## src/rtl/psc_pkg.sv

```systemverilog
package psc_pkg;

  localparam int NUM_STATES = 6;

  typedef enum logic [2:0] {
    PS_RESET   = 3'd0,
    PS_EXCEPT  = 3'd1,
    PS_EXEC    = 3'd2,
    PS_BUSREL  = 3'd3,
    PS_STOP    = 3'd4,
    PS_STANDBY = 3'd5
  } procState_e;

  typedef enum logic [1:0] {
    VS_RESET,
    VS_TRACE,
    VS_TRAP,
    VS_IRQ
  } vecSel_e;

  // strobes from control to datapath
  typedef struct packed {
    logic    loadVec;
    vecSel_e vecSel;
    logic    grantNext;
  } ctlStrobe_t;

endpackage

```

## src/rtl/pscControl.sv

```systemverilog
module pscControl
  import psc_pkg::*;
(
  input  logic       clk,
  input  logic       resetN,
  input  logic       standbyN,
  input  logic       busReq,
  input  logic       irqReq,
  input  logic       traceReq,
  input  logic       trapReq,
  input  logic       sleepDone,
  input  logic       vecDone,
  input  logic       busGrant,
  output procState_e state,
  output ctlStrobe_t strobe
);

  procState_e stateNext;

  always_comb begin
    stateNext      = state;
    strobe.loadVec = (state == PS_RESET);
    strobe.vecSel  = VS_RESET;
    if (!standbyN) begin
      stateNext = PS_STANDBY;
    end else if (state == PS_STANDBY) begin
      if (resetN) stateNext = PS_RESET;
    end else if (!resetN) begin
      stateNext = PS_RESET;
    end else begin
      case (state)
        PS_RESET: stateNext = PS_EXCEPT;
        PS_EXCEPT: if (vecDone) stateNext = PS_EXEC;
        PS_EXEC: begin
          if (busReq) begin
            stateNext = PS_BUSREL;
          end else if (trapReq) begin
            stateNext      = PS_EXCEPT;
            strobe.loadVec = 1'b1;
            strobe.vecSel  = VS_TRAP;
          end else if (traceReq) begin
            stateNext      = PS_EXCEPT;
            strobe.loadVec = 1'b1;
            strobe.vecSel  = VS_TRACE;
          end else if (irqReq) begin
            stateNext      = PS_EXCEPT;
            strobe.loadVec = 1'b1;
            strobe.vecSel  = VS_IRQ;
          end else if (sleepDone) begin
            stateNext = PS_STOP;
          end
        end
        PS_BUSREL: if (!busReq && !busGrant) stateNext = PS_EXEC;
        PS_STOP: begin
          if (irqReq) begin
            stateNext      = PS_EXCEPT;
            strobe.loadVec = 1'b1;
            strobe.vecSel  = VS_IRQ;
          end
        end
        default: stateNext = PS_RESET;
      endcase
    end
    strobe.grantNext = (stateNext == PS_BUSREL) && busReq;
  end

  always_ff @(posedge clk) begin
    state <= stateNext;
  end

  // standby wins from anywhere
  a_r2_standby_entry: assert property (@(posedge clk) disable iff (!resetN && standbyN)
    !standbyN |=> state == PS_STANDBY);

  // reset low outside standby lands in reset
  a_r4_reset_entry: assert property (@(posedge clk) disable iff (!standbyN)
    (!resetN && state != PS_STANDBY) |=> state == PS_RESET);

  // fetch done leaves exception handling
  a_r6_exit_on_done: assert property (@(posedge clk) disable iff (!resetN || !standbyN)
    (state == PS_EXCEPT && vecDone) |=> state == PS_EXEC);

  // nothing else ends exception handling
  a_r12_except_holds: assert property (@(posedge clk) disable iff (!resetN || !standbyN)
    (state == PS_EXCEPT && !vecDone) |=> state == PS_EXCEPT);

endmodule

```

## src/rtl/pscDatapath.sv

```systemverilog
module pscDatapath
  import psc_pkg::*;
#(
  parameter int VEC_W     = 8,
  parameter int VEC_RESET = 0,
  parameter int VEC_TRACE = 5,
  parameter int VEC_TRAP  = 8,
  parameter int VEC_IRQ   = 16
) (
  input  logic             clk,
  input  logic             resetN,
  input  logic             standbyN,
  input  logic             busReq,
  input  ctlStrobe_t       strobe,
  output logic [VEC_W-1:0] vecNum,
  output logic             busGrant
);

  logic [VEC_W-1:0] vecSelected;

  always_comb begin
    case (strobe.vecSel)
      VS_TRACE: vecSelected = VEC_W'(VEC_TRACE);
      VS_TRAP:  vecSelected = VEC_W'(VEC_TRAP);
      VS_IRQ:   vecSelected = VEC_W'(VEC_IRQ);
      default:  vecSelected = VEC_W'(VEC_RESET);
    endcase
  end

  always_ff @(posedge clk) begin
    if (strobe.loadVec) vecNum <= vecSelected;
    busGrant <= strobe.grantNext;
  end

  // grant drops at the edge that sees the request gone
  a_r9_grant_drop: assert property (@(posedge clk) disable iff (!resetN || !standbyN)
    (busGrant && !busReq) |=> !busGrant);

endmodule

```

## src/rtl/procStateCtl.sv

```systemverilog
module procStateCtl
  import psc_pkg::*;
#(
  parameter int VEC_W     = 8,
  parameter int VEC_RESET = 0,
  parameter int VEC_TRACE = 5,
  parameter int VEC_TRAP  = 8,
  parameter int VEC_IRQ   = 16
) (
  input  logic                  clk,
  input  logic                  resetN,
  input  logic                  standbyN,
  input  logic                  busReq,
  input  logic                  irqReq,
  input  logic                  traceReq,
  input  logic                  trapReq,
  input  logic                  sleepDone,
  input  logic                  vecDone,
  output logic [NUM_STATES-1:0] stateOh,
  output logic                  busGrant,
  output logic                  cpuHalt,
  output logic                  intMask,
  output logic                  vecReq,
  output logic [VEC_W-1:0]      vecNum
);

  procState_e state;
  ctlStrobe_t strobe;

  pscControl uCtl (
    .clk(clk), .resetN(resetN), .standbyN(standbyN), .busReq(busReq),
    .irqReq(irqReq), .traceReq(traceReq), .trapReq(trapReq),
    .sleepDone(sleepDone), .vecDone(vecDone), .busGrant(busGrant),
    .state(state), .strobe(strobe)
  );

  pscDatapath #(
    .VEC_W(VEC_W), .VEC_RESET(VEC_RESET), .VEC_TRACE(VEC_TRACE),
    .VEC_TRAP(VEC_TRAP), .VEC_IRQ(VEC_IRQ)
  ) uDp (
    .clk(clk), .resetN(resetN), .standbyN(standbyN), .busReq(busReq),
    .strobe(strobe), .vecNum(vecNum), .busGrant(busGrant)
  );

  for (genvar i = 0; i < NUM_STATES; i++) begin : gOneHot
    assign stateOh[i] = (state == procState_e'(3'(i)));
  end

  assign cpuHalt = stateOh[PS_RESET] | stateOh[PS_BUSREL] | stateOh[PS_STOP] | stateOh[PS_STANDBY];
  assign intMask = stateOh[PS_RESET] | stateOh[PS_EXCEPT] | stateOh[PS_STANDBY];
  assign vecReq  = stateOh[PS_EXCEPT];

  // exactly one state active
  a_r1_onehot: assert property (@(posedge clk) disable iff (!resetN)
    $countones(stateOh) == 1);

  // grant only while bus released
  a_r8_grant_in_busrel: assert property (@(posedge clk) disable iff (!resetN || !standbyN)
    busGrant |-> stateOh[PS_BUSREL]);

endmodule

```

## config.mk

```make
export PLATFORM = sky130hd
export DESIGN_NAME = procStateCtl
export DESIGN_NICKNAME = d
export VERILOG_FILES = /design/src/rtl/psc_pkg.sv /design/src/rtl/pscControl.sv /design/src/rtl/pscDatapath.sv /design/src/rtl/procStateCtl.sv
export SDC_FILE = /design/constraint.sdc
export NUM_CORES = 1
export LEC_CHECK = 0
export BUFFER_PORTS_ARGS = -buffer_cell sky130_fd_sc_hd__buf_4
export CORE_AREA = 2 2 39 41
export DETAILED_ROUTE_END_ITERATION = 10
export DIE_AREA = 0 0 41 43
export HOLD_SLACK_MARGIN = 0.06
export PLACE_DENSITY = 0.82
export SYNTH_ARGS = -nofsm -noshare
export SYNTH_HDL_FRONTEND = slang
export SYNTH_SLANG_ARGS = --single-unit
```

## constraint.sdc

```tcl
create_clock -name clk -period 3 [get_ports clk]
set_input_delay 0.15 -clock clk [delete_from_list [all_inputs] [get_ports clk]]
set_output_delay 0.15 -clock clk [all_outputs]
set_load 0.1 [all_outputs]
```

==> results.yml <==
layout:
  drive_gt1_frac: 0.3721
  nets: 96
  n_antenna_cell: 0
  area_delta_synth_final_pct: 26.88
critical_path:
  slowest_delay_ns: 0.52
  cp_num_buf_inv: 0
  r2r-start: "uCtl.state[1]"
  path_depth: 4
  critical_path.endpoint: "uDp.vecNum[2]"
  cp_slowest_cell: "dfxtp_1"
  critPathTopFamily: "simple AND/OR/NAND/NOR gates"
  rrSetupSlack_ns: 1.15
  arrival_ns: 1.78
  critPathLaunchType: "flip-flop"
  critPathRequiredTime_ns: 2.93
  worst-r2r-cell-count: 4
  worstSetupPathType: "flip-flop to flip-flop"
  r2r-end: "uDp.vecNum[2]"
  cp_max_fo: 12
  worstSetupStartpoint: "uCtl.state[1]"
  crit_chain: "or3b_4 > nor2_1 > nand3_1 > o21bai_1"
  critPathCaptureType: "flip-flop"
grt:
  grt_pass1_vias: 439
  grt_pass1_wl_um: 1814
  grt_overflow: 0
  grt_max_degree: 13
  gr-usage-all-layers: 0.1528
  antenna_found_initial: 0
floorplan:
  initial_utilization: 0.3969
  core_um2: 1384
  die_height_um: 43
  die_x_um: 41
  die-area_um2: 1763
  ios: 27
  rows: 14
placed_design:
  dpl.hpwl_um: 901.3
  post-place-ws_ns: 1.128
  numPortBuffers: 22
  gp_congestion: 0.8047
sta:
  fin_ws_ns: 1.146
  skew_ns: 0.005427
  fin_crit_sh: 0.6181
  period_needed_ns: 1.854
  hold_viol_final: 0
  timing.fmax_mhz: 539.3
  finalSetupTns_ns: 0
  rsz0062_at_grt: "false"
  setup_violations: 0
  drv_slew: 0
synth:
  syn_area_um2: 549.3
  avgSynthCellArea_um2: 8.322
  syn_inst: 66
  synth_top_area_frac: 0.1640
  ys_top_cells_by_count: "nor2_1 (8), buf_4 (6), inv_1 (6)"
  yosysUniqueCellTypes: 35
  synthFlopType: "dfxtp_1"
  async_flop_share: 0
  seq_area_frac_synth: 0.3098
  synth.most_common_cell: "nor2_1"
  synth_seq_cells: 7
  yosys.area.top_type: "edfxtp_1"
  yosysWarningCount: 0
  synth_edf_count: 3
  synth_area_leaders: "edfxtp_1 (16%), dfxtp_1 (15%), buf_4 (8.2%)"
pwr:
  leakagePower_uw: 0.0003268
  pwr-share-comb: 0.548
  power_density_nw_per_um2: 649.5
  vdd_drop_max_mv: 0.2911
  netSwitchingFraction: 0.5347
  pwr-share-clk: 0.184
  power.switching_uw: 242.0
  seqPwrFrac: 0.267
  intPower_uw: 210.6
clock_tree:
  clockBufferDepth: 2
  numCtsBuffers: 3
  cts_tree: "done"
  h-tree-depth: 1
  ctsResizeCount: 0
  cts_hold_buf: 0
  clkLatencyLatePin_ns: 0.25
  post_cts_buffers: 0
  cts.reportedPaths.clkPinSlew_ns: 0.05
  root_buffer: "clkbuf_4"
  clock-sinks: 7
drt:
  detail-route-antenna-nets: 0
  drt-vias-per-instance: 4.931
  vias: 503
  drc_errors: 0
  wl_um: 1134
  first_pass_iters: 4
  drt_iter0_drc: 15
  detail_route.wl_per_cell_um: 11.12
run_status:
  status: "finished, final reports clean"
worst_hold_path:
  hold_start: "busReq"
  hp-class: "input port to flip-flop"
flow_run:
  maxCapViolations: 0
[worst min path at each step]
| stage | slack, ns | to | cells past startpoint |
|---|---|---|---|
| 6_report | 0.17 | uCtl.state[1] | 2 |
| 5_1_grt | 0.18 | uCtl.state[1] | 2 |
| 4_1_cts | 0.16 | uCtl.state[1] | 2 |
| 3_5_place_dp | 0.42 | uCtl.state[1] | 2 |
| 3_3_place_gp | 0.42 | uCtl.state[1] | 2 |
| 2_1_floorplan | 0.29 | uCtl.state[1] | 1 |
[cell families (layout without fill, tap and decap cells)]
kind of cell | count (synthesis) | after routing | share of synthesized area
AND/OR/NAND/NOR | 26 | 26 | 0.2688
multiplexers | 2 | 2 | 0.03872
buffers and inverters | 15 | 32 | 0.1777
AO/OA/AOI/OAI | 14 | 14 | 0.1823
XOR/XNOR | 1 | 1 | 0.01595
other | 1 | 4 | 0.006827
flip-flops | 7 | 7 | 0.3098
[registers in the layout (all words and copies together) (netlist names)]
name / count
uCtl.state: 3
uDp.vecNum: 3
uDp.busGrant: 1
[routing by layer]
| layer | vias to the layer above | wire (um) | GRT usage |
|---|---|---|---|
| met5 | - | 0 | 0 |
| met4 | 0 | 0 | 0.02000 |
| met3 | 0 | 74 | 0.09424 |
| met2 | 14 | 571 | 0.2250 |
| met1 | 228 | 489 | 0.1903 |
| li1 | 261 | - | - |
[cells in the final DEF, fill, tap and decap left out]
cell and n:
mux2i_1 1, mux2_2 1, edfxtp_1 3, nand2b_2 1, nor2_1 8, buf_4 22, clkbuf_1 1, and2_1 1
nor4_1 2, inv_1 6, nand3_1 2, o31a_1 1, o21bai_1 1, o311ai_0 1, xnor2_1 1, nor3_2 1
conb_1 4, o211ai_1 1, a21oi_2 1, or3b_4 1, or2_4 1, a31oi_1 1, nor3b_2 1, o32ai_1 1
a211o_1 1, o311a_1 1, o21ai_0 1, a21oi_1 4, dfxtp_1 4, and3_1 1, clkbuf_4 3, nor3_1 2
nand2b_1 1, nand2_1 4
[worst reg2reg max path, cell delays in order (launching register included)]
cell	delay, ns
dfxtp_1	0.52
or3b_4	0.44
nor2_1	0.14
nand3_1	0.15
o21bai_1	0.29
[final cells by class]
type | count | area, um2
Fill cell | 135 | 686.9
Tap cell | 16 | 20.02
Inverter | 6 | 22.52
Multi-Input combinational cell | 47 | 292.8
Timing Repair Buffer | 22 | 165.2
Clock buffer | 4 | 26.28
Sequential cell | 7 | 170.2
[power by group through the flow]
stage               Sequential (uW)  Combinational [uW]  Clock [uW]
finish                          121                 248        83.4
detailed placement              123                 249           0
global route                    123                 257        95.8
CTS                             121                 249        87.8
floorplan                       137                 198           0
global placement                122                 248           0
[stage by stage]
stage	hold WS, ns	utilization	instance area, um2	power, uW	instances
2_1_floorplan	0.2864	-	560.5	335.2	69
3_3_place_gp	0.4181	0.4846	670.6	370.0	98
3_5_place_dp	0.4220	0.4846	670.6	371.2	98
4_1_cts	0.1619	0.5036	696.9	457.4	102
5_1_grt	0.1784	0.5036	696.9	475.8	102
6_report	0.1696	0.5036	696.9	452.6	102
Power figures use the tool's default switching activity.
